--- config.mk ---
export PLATFORM = sky130hd
export DESIGN_NAME = sar_seq_ctrl
export DESIGN_NICKNAME = d
export VERILOG_FILES = /design/src/rtl/sar_seq_pkg.sv /design/src/rtl/sar_slot_timer.sv /design/src/rtl/sar_width_cfg.sv /design/src/rtl/sar_bit_reg.sv /design/src/rtl/sar_seq_ctrl.sv
export SDC_FILE = /design/constraint.sdc
export NUM_CORES = 1
export LEC_CHECK = 0
export BUFFER_PORTS_ARGS = -buffer_cell sky130_fd_sc_hd__buf_2
export CAP_MARGIN = 5
export CORE_UTILIZATION = 30
export CTS_CLUSTER_DIAMETER = 100
export DETAILED_ROUTE_END_ITERATION = 10
export GPL_TIMING_DRIVEN = 0
export PLACE_DENSITY_LB_ADDON = 0.2
export SLEW_MARGIN = 20
export SYNTH_ARGS = -nofsm -noshare
export SYNTH_HDL_FRONTEND = slang
export SYNTH_HIERARCHICAL = 1
export SYNTH_SLANG_ARGS = --single-unit
--- constraint.sdc ---
create_clock -name clk -period 3.87 [get_ports clk]
set_input_delay 0.1935 -clock clk [delete_from_list [all_inputs] [get_ports clk]]
set_output_delay 0.1935 -clock clk [all_outputs]
set_load 0.01 [all_outputs]
--- src/rtl/sar_seq_pkg.sv ---
package sar_seq_pkg;

    localparam int unsigned SEQ_MAX_W        = 8;
    localparam int unsigned SEQ_MIN_W        = 3;
    localparam int unsigned SEQ_SLOTS        = 10;
    localparam int unsigned SEQ_CYC_PER_SLOT = 2;
    localparam int unsigned SEQ_WREQ_W       = 4;

    typedef enum logic [1:0] {
        SLOT_SAMPLE = 2'd0,
        SLOT_HOLD   = 2'd1,
        SLOT_DECIDE = 2'd2,
        SLOT_IDLE   = 2'd3
    } slot_kind_e;

    typedef struct packed {
        slot_kind_e kind;
        logic       first;
        logic       last;
        logic       frame_end;
    } slot_pos_t;

    function automatic int clamp_int(input int v, input int lo, input int hi);
        if (v < lo) return lo;
        if (v > hi) return hi;
        return v;
    endfunction

endpackage

--- src/rtl/sar_slot_timer.sv ---
module sar_slot_timer
    import sar_seq_pkg::*;
#(
    parameter int unsigned SLOTS  = SEQ_SLOTS,
    parameter int unsigned CPS    = SEQ_CYC_PER_SLOT,
    parameter int unsigned WREQ_W = SEQ_WREQ_W
) (
    input  logic              clk,
    input  logic              rst,
    input  logic [WREQ_W-1:0] width_i,
    output slot_pos_t         pos_o
);
    localparam int unsigned PH_W = (CPS > 1) ? $clog2(CPS) : 1;
    localparam int unsigned SL_W = (SLOTS > 1) ? $clog2(SLOTS) : 1;
    localparam logic [PH_W-1:0] PH_LAST   = PH_W'(CPS - 1);
    localparam logic [SL_W-1:0] SLOT_LAST = SL_W'(SLOTS - 1);

    logic [PH_W-1:0] ph_q;
    logic [SL_W-1:0] slot_q;
    logic            ph_last;
    logic            at_end;

    assign ph_last = (ph_q == PH_LAST);
    assign at_end  = ph_last && (slot_q == SLOT_LAST);

    always_ff @(posedge clk) begin
        if (rst) begin
            ph_q   <= '0;
            slot_q <= '0;
        end else if (ph_last) begin
            ph_q   <= '0;
            slot_q <= at_end ? '0 : slot_q + 1'b1;
        end else begin
            ph_q   <= ph_q + 1'b1;
        end
    end

    always_comb begin
        pos_o.first     = (ph_q == '0);
        pos_o.last      = ph_last;
        pos_o.frame_end = at_end;
        if (slot_q == '0)
            pos_o.kind = SLOT_SAMPLE;
        else if (slot_q == SL_W'(1))
            pos_o.kind = SLOT_HOLD;
        else if (int'(slot_q) < 2 + int'(width_i))
            pos_o.kind = SLOT_DECIDE;
        else
            pos_o.kind = SLOT_IDLE;
    end

endmodule

--- src/rtl/sar_width_cfg.sv ---
module sar_width_cfg
    import sar_seq_pkg::*;
#(
    parameter int unsigned MAX_W  = SEQ_MAX_W,
    parameter int unsigned MIN_W  = SEQ_MIN_W,
    parameter int unsigned WREQ_W = SEQ_WREQ_W
) (
    input  logic                   clk,
    input  logic                   rst,
    input  logic                   load_i,
    input  logic [WREQ_W-1:0]      req_i,
    output logic [WREQ_W-1:0]      width_o,
    output logic [MAX_W-1:0]       cap_en_o,
    output logic [MAX_W-MIN_W-1:0] stage_en_o
);
    localparam int unsigned SPARE = MAX_W - MIN_W;

    logic [WREQ_W-1:0] width_q;
    logic [WREQ_W-1:0] width_d;

    assign width_d = WREQ_W'(clamp_int(int'(req_i), int'(MIN_W), int'(MAX_W)));

    always_ff @(posedge clk) begin
        if (rst)
            width_q <= WREQ_W'(MAX_W);
        else if (load_i)
            width_q <= width_d;
    end

    assign width_o = width_q;

    for (genvar g = 0; g < MAX_W; g++) begin : g_cap
        assign cap_en_o[g] = (int'(width_q) > g);
    end

    for (genvar k = 0; k < SPARE; k++) begin : g_stage
        assign stage_en_o[k] = cap_en_o[MIN_W + k];
    end

endmodule

--- src/rtl/sar_bit_reg.sv ---
module sar_bit_reg
    import sar_seq_pkg::*;
#(
    parameter int unsigned MAX_W = SEQ_MAX_W
) (
    input  logic             clk,
    input  logic             rst,
    input  logic             clear_i,
    input  logic             seed_i,
    input  logic             step_i,
    input  logic             comp_i,
    input  logic [MAX_W-1:0] cap_en_i,
    output logic [MAX_W-1:0] bits_o,
    output logic [MAX_W-1:0] bits_next_o,
    output logic             finish_o
);
    logic [MAX_W-1:0] bits_q, trial_q;
    logic [MAX_W-1:0] nb, nt;
    logic [MAX_W-1:0] en_up, trial_up;

    assign en_up    = {1'b0, cap_en_i[MAX_W-1:1]};
    assign trial_up = {1'b0, trial_q[MAX_W-1:1]};

    for (genvar g = 0; g < MAX_W; g++) begin : g_stage
        logic top_bit;
        assign top_bit = cap_en_i[g] & ~en_up[g];
        assign nt[g] = seed_i ? top_bit :
                       step_i ? trial_up[g] : trial_q[g];
        assign nb[g] = cap_en_i[g] & (
                       seed_i ? top_bit :
                       step_i ? (trial_q[g] ? comp_i : (trial_up[g] | bits_q[g])) :
                       bits_q[g]);
    end

    always_ff @(posedge clk) begin
        if (rst || clear_i) begin
            bits_q  <= '0;
            trial_q <= '0;
        end else begin
            bits_q  <= nb;
            trial_q <= nt;
        end
    end

    assign bits_o      = bits_q;
    assign bits_next_o = nb;
    assign finish_o    = step_i & trial_q[0];

endmodule

--- src/rtl/sar_seq_ctrl.sv ---
module sar_seq_ctrl
    import sar_seq_pkg::*;
#(
    parameter int unsigned MAX_W  = SEQ_MAX_W,
    parameter int unsigned MIN_W  = SEQ_MIN_W,
    parameter int unsigned SLOTS  = SEQ_SLOTS,
    parameter int unsigned CPS    = SEQ_CYC_PER_SLOT,
    parameter int unsigned WREQ_W = SEQ_WREQ_W
) (
    input  logic                   clk,
    input  logic                   rst,
    input  logic [WREQ_W-1:0]      width_i,
    input  logic                   comp_i,
    output logic                   ref_sw_o,
    output logic [MAX_W-1:0]       cap_en_o,
    output logic [MAX_W-MIN_W-1:0] stage_en_o,
    output logic [MAX_W-1:0]       cap_drv_o,
    output logic                   comp_rst_o,
    output logic [MAX_W-1:0]       result_o,
    output logic                   done_o
);
    slot_pos_t         pos;
    logic [WREQ_W-1:0] width_q;
    logic [MAX_W-1:0]  cap_en;
    logic [MAX_W-1:0]  bits, bits_next;
    logic              finish;
    logic              seed, step;
    logic [MAX_W-1:0]  result_q;
    logic              done_q;

    sar_slot_timer #(.SLOTS(SLOTS), .CPS(CPS), .WREQ_W(WREQ_W)) u_timer (
        .clk     (clk),
        .rst     (rst),
        .width_i (width_q),
        .pos_o   (pos)
    );

    sar_width_cfg #(.MAX_W(MAX_W), .MIN_W(MIN_W), .WREQ_W(WREQ_W)) u_width (
        .clk        (clk),
        .rst        (rst),
        .load_i     (pos.frame_end),
        .req_i      (width_i),
        .width_o    (width_q),
        .cap_en_o   (cap_en),
        .stage_en_o (stage_en_o)
    );

    assign seed = (pos.kind == SLOT_HOLD)   && pos.last;
    assign step = (pos.kind == SLOT_DECIDE) && pos.last;

    sar_bit_reg #(.MAX_W(MAX_W)) u_bits (
        .clk         (clk),
        .rst         (rst),
        .clear_i     (pos.frame_end),
        .seed_i      (seed),
        .step_i      (step),
        .comp_i      (comp_i),
        .cap_en_i    (cap_en),
        .bits_o      (bits),
        .bits_next_o (bits_next),
        .finish_o    (finish)
    );

    always_ff @(posedge clk) begin
        if (rst) begin
            result_q <= '0;
            done_q   <= 1'b0;
        end else begin
            done_q <= finish;
            if (finish)
                result_q <= bits_next;
        end
    end

    always_comb begin
        unique case (pos.kind)
            SLOT_SAMPLE: cap_drv_o = cap_en;
            SLOT_HOLD:   cap_drv_o = pos.first ? cap_en : '0;
            SLOT_DECIDE: cap_drv_o = bits;
            default:     cap_drv_o = '0;
        endcase
    end

    assign ref_sw_o   = (pos.kind == SLOT_SAMPLE);
    assign comp_rst_o = !((pos.kind == SLOT_DECIDE) && !pos.first);
    assign cap_en_o   = cap_en;
    assign result_o   = result_q;
    assign done_o     = done_q;

endmodule

==> results.json <==
{
  "synth_seq_cells": 34,
  "cp_slowest_cell": "dfxtp_1",
  "overflow": 0,
  "total_power_mw": 0.781,
  "area_growth_pct": 19.0,
  "hp-start": "width_i[0]",
  "setup_violations": 0,
  "cts_sinks": 34,
  "numCtsBuffers": 5,
  "grt_pass1_vias": 1809,
  "fin_crit_sh": 0.756,
  "instances_no_fill": 358,
  "synthFlopType": "dfxtp_1",
  "start_util": 0.308,
  "post_drt_wl_per_cell_um": 15.0,
  "rows": 30,
  "num_io_pins": 39,
  "dieArea_sq_um": 7280,
  "nNetsFinal": 291,
  "async_flop_share": 0,
  "grt_usage": 0.162,
  "yosys_warnings": 6,
  "vias": 1829,
  "antenna_found_initial": 0,
  "cts_tree": "built",
  "ys_types": 50,
  "io_buffers": 38,
  "die_x_um": 85.3,
  "diodes": 0,
  "synth_nets": 246,
  "max-slew-margin-rel": 0.616,
  "viasPerCell": 5.11,
  "synth_commonest_cells": "dfxtp_1 (34), nor2_1 (25), mux2i_1 (20)",
  "hpwl_um": 3930,
  "slowest_delay_ns": 0.54,
  "clock_latency_ns": 0.29,
  "htreeDepth": 2,
  "ff2ff_path_depth": 13,
  "ir_drop_mv": 0.177,
  "crit_path_start_kind": "flip-flop",
  "drc": 0,
  "syn_avg_cell_area_sq_um": 8.98,
  "root_buffer": "clkbuf_8",
  "postCtsSetupBuffers": 0,
  "holdCritPathClass": "input port to flip-flop",
  "min_period_ns": 2.93,
  "outcome": "finished clean",
  "yosysTopAreaCellShare": 0.327,
  "cts_hold_buffers": 0,
  "reg2reg_to": "result_o[3]$_SDFFE_PP0P_",
  "synthesis.area_sq_um": 2080,
  "place_congestion": 0.753,
  "holdPathStages": 3,
  "reg2reg_slack_ns": 0.94,
  "cp.arrival_ns": 3.09,
  "slew_viol_final": 0,
  "clk_pin_slew_ns": 0.07,
  "power_density_nw_per_um2": 315,
  "hold_violations": 0,
  "synth_top_cell_by_area": "dfxtp_1",
  "core-area_sq_um": 6760,
  "path_delay_family": "compound AO/OA/AOI/OAI gates",
  "hold_end": "u_width/width_o[0]$_SDFFE_PP0P_",
  "fmax_ghz": 0.342,
  "criticalPathCategory": "flip-flop to flip-flop",
  "cts_resized": 0,
  "grt_pass1_wl_um": 9190,
  "yosysMostFrequentCell": "dfxtp_1",
  "synth.area.top_cells": "dfxtp_1 (33%), mux2i_1 (9.6%), nor2_1 (4.5%)",
  "synth_edf_count": 0,
  "ys_seq_area_frac": 0.327,
  "first_iter_violations": 66,
  "drive_above_1_share": 0.277,
  "grt_max_degree": 13,
  "syn_inst": 232,
  "routed_wl_um": 5370,
  "crit_top_cell": "nor2_1",
  "drt-pass1-iter-count": 4,
  "worstReg2RegStart": "u_width/width_o[1]$_SDFFE_PP0P_",
  "required_ns": 4.03,
  "crit_buf_inv": 2,
  "tightestPinTransition_ns": 0.570,
  "cp_max_fo": 10,
  "die_h_um": 85.3,
  "clk_path_buf_depth": 2,
  "end_kind": "flip-flop",
  "dp.cells": 350,
  "drv_cap": 0,
  "fin_skew_ns": 0.00337,
  "power.leakage_nw": 0.958,
  "fin_setup_tns_ns": 0,
  "ant_nets": 0,
  "path_cells": "ha_1 -> xnor2_1 -> ha_1 -> nor2_1 -> a21oi_1 -> a32o_1 -> buf_2 -> and3b_2 -> buf_4 -> o31ai_1 -> nor2_1 -> mux2i_1 -> nor2_1",
  "rsz0062_at_grt": "no",
  "critical_path_depth": 13
}
[kinds of logic (layout without fill, tap and decap cells)]
| family | after synthesis | after routing | share of synthesized area |
|---|---|---|---|
| AO/OA/AOI/OAI | 59 | 59 | 0.216 |
| XOR/XNOR | 3 | 3 | 0.0126 |
| adder cells (fa/ha/maj) | 7 | 7 | 0.0420 |
| buffers and inverters | 28 | 74 | 0.0907 |
| flip-flops | 34 | 34 | 0.327 |
| multiplexers | 22 | 22 | 0.107 |
| AND/OR/NAND/NOR | 79 | 79 | 0.205 |
[registers in the layout, indices dropped and copies added (netlist names)]
name,flops
u_timer/slot_q,4
u_bits/trial_q,8
u_bits/bits_o,8
done_o,1
u_width/width_o,4
u_timer/ph_last,1
result_o,8
[how the worst max path moves through the flow]
stage	start	slack, ns	end
finish	u_width/width_o[1]$_SDFFE_PP0P_	0.94	result_o[3]$_SDFFE_PP0P_
CTS	u_width/width_o[1]$_SDFFE_PP0P_	0.93	result_o[3]$_SDFFE_PP0P_
detailed placement	u_width/width_o[1]$_SDFFE_PP0P_	0.95	result_o[3]$_SDFFE_PP0P_
global route	u_width/width_o[1]$_SDFFE_PP0P_	0.73	result_o[3]$_SDFFE_PP0P_
floorplan	u_width/width_o[1]$_SDFFE_PP0P_	1.33	result_o[3]$_SDFFE_PP0P_
global placement	u_width/width_o[1]$_SDFFE_PP0P_	0.97	result_o[3]$_SDFFE_PP0P_
[metal layers]
metal  track usage  routed length [um]
met1         0.207                2600
met2         0.272                2510
met3        0.0311                 155
met4        0.0591                  98
met5             0                   0
[per-stage QoR]
step / worst slack, ns / area (sq um) / util / hold WS (ns)
5_1_grt: 0.733 / 2480 / 0.367 / 0.214
3_5_place_dp: 0.946 / 2370 / 0.351 / 0.478
4_1_cts: 0.928 / 2480 / 0.367 / 0.192
3_3_place_gp: 0.972 / 2370 / 0.351 / 0.471
2_1_floorplan: 1.33 / 2080 / - / 0.260
6_report: 0.945 / 2480 / 0.367 / 0.199
[cells in the final DEF, fill, tap and decap left out, types with 2 or more instances in the layout]
master,Yosys,routed
o21ai_0,7,7
a21o_2,2,2
nand3b_1,11,11
nor2_1,25,25
o21a_1,6,6
nand3_1,3,3
clkbuf_8,0,5
nor3b_1,2,2
buf_6,4,4
nor2b_1,5,5
xor2_1,2,2
o21ai_1,4,4
ha_1,7,7
dfxtp_1,34,34
inv_1,7,7
a21oi_1,10,10
o2bb2ai_1,8,8
o2111ai_2,3,3
clkbuf_1,3,5
buf_2,3,41
a21oi_2,3,3
o22a_1,4,4
and3b_2,2,2
mux2_1,2,2
nand2_1,13,13
buf_4,9,9
nand2b_1,3,3
nor3_1,4,4
nand4_1,2,2
mux2i_1,20,20
o31ai_1,4,4
[worst min-delay path, cell delays in order]
cell and delay [ns]:
buf_2 0.07, o21ai_0 0.08, a21oi_1 0.11
[report_power, final]
| part | switching (mW) | internal, mW | leakage (nW) | total [mW] |
|---|---|---|---|---|
| Combinational | 0.0549 | 0.0431 | 0.631 | 0.0981 |
| Sequential | 0.00582 | 0.354 | 0.275 | 0.360 |
| Clock | 0.131 | 0.193 | 0.0524 | 0.323 |
[area by class of cell]
| cell class | count | area, sq um |
|---|---|---|
| timing repair buffer | 38 | 190 |
| sequential | 34 | 681 |
| multi-input combinational | 170 | 1210 |
| fill | 728 | 4280 |
| clock buffer | 7 | 76.3 |
| tap | 80 | 100 |
| buffer | 20 | 159 |
| inverter | 8 | 30.0 |
| clock inverter | 1 | 30.0 |
No activity file was read; power rests on OpenSTA's default activity.
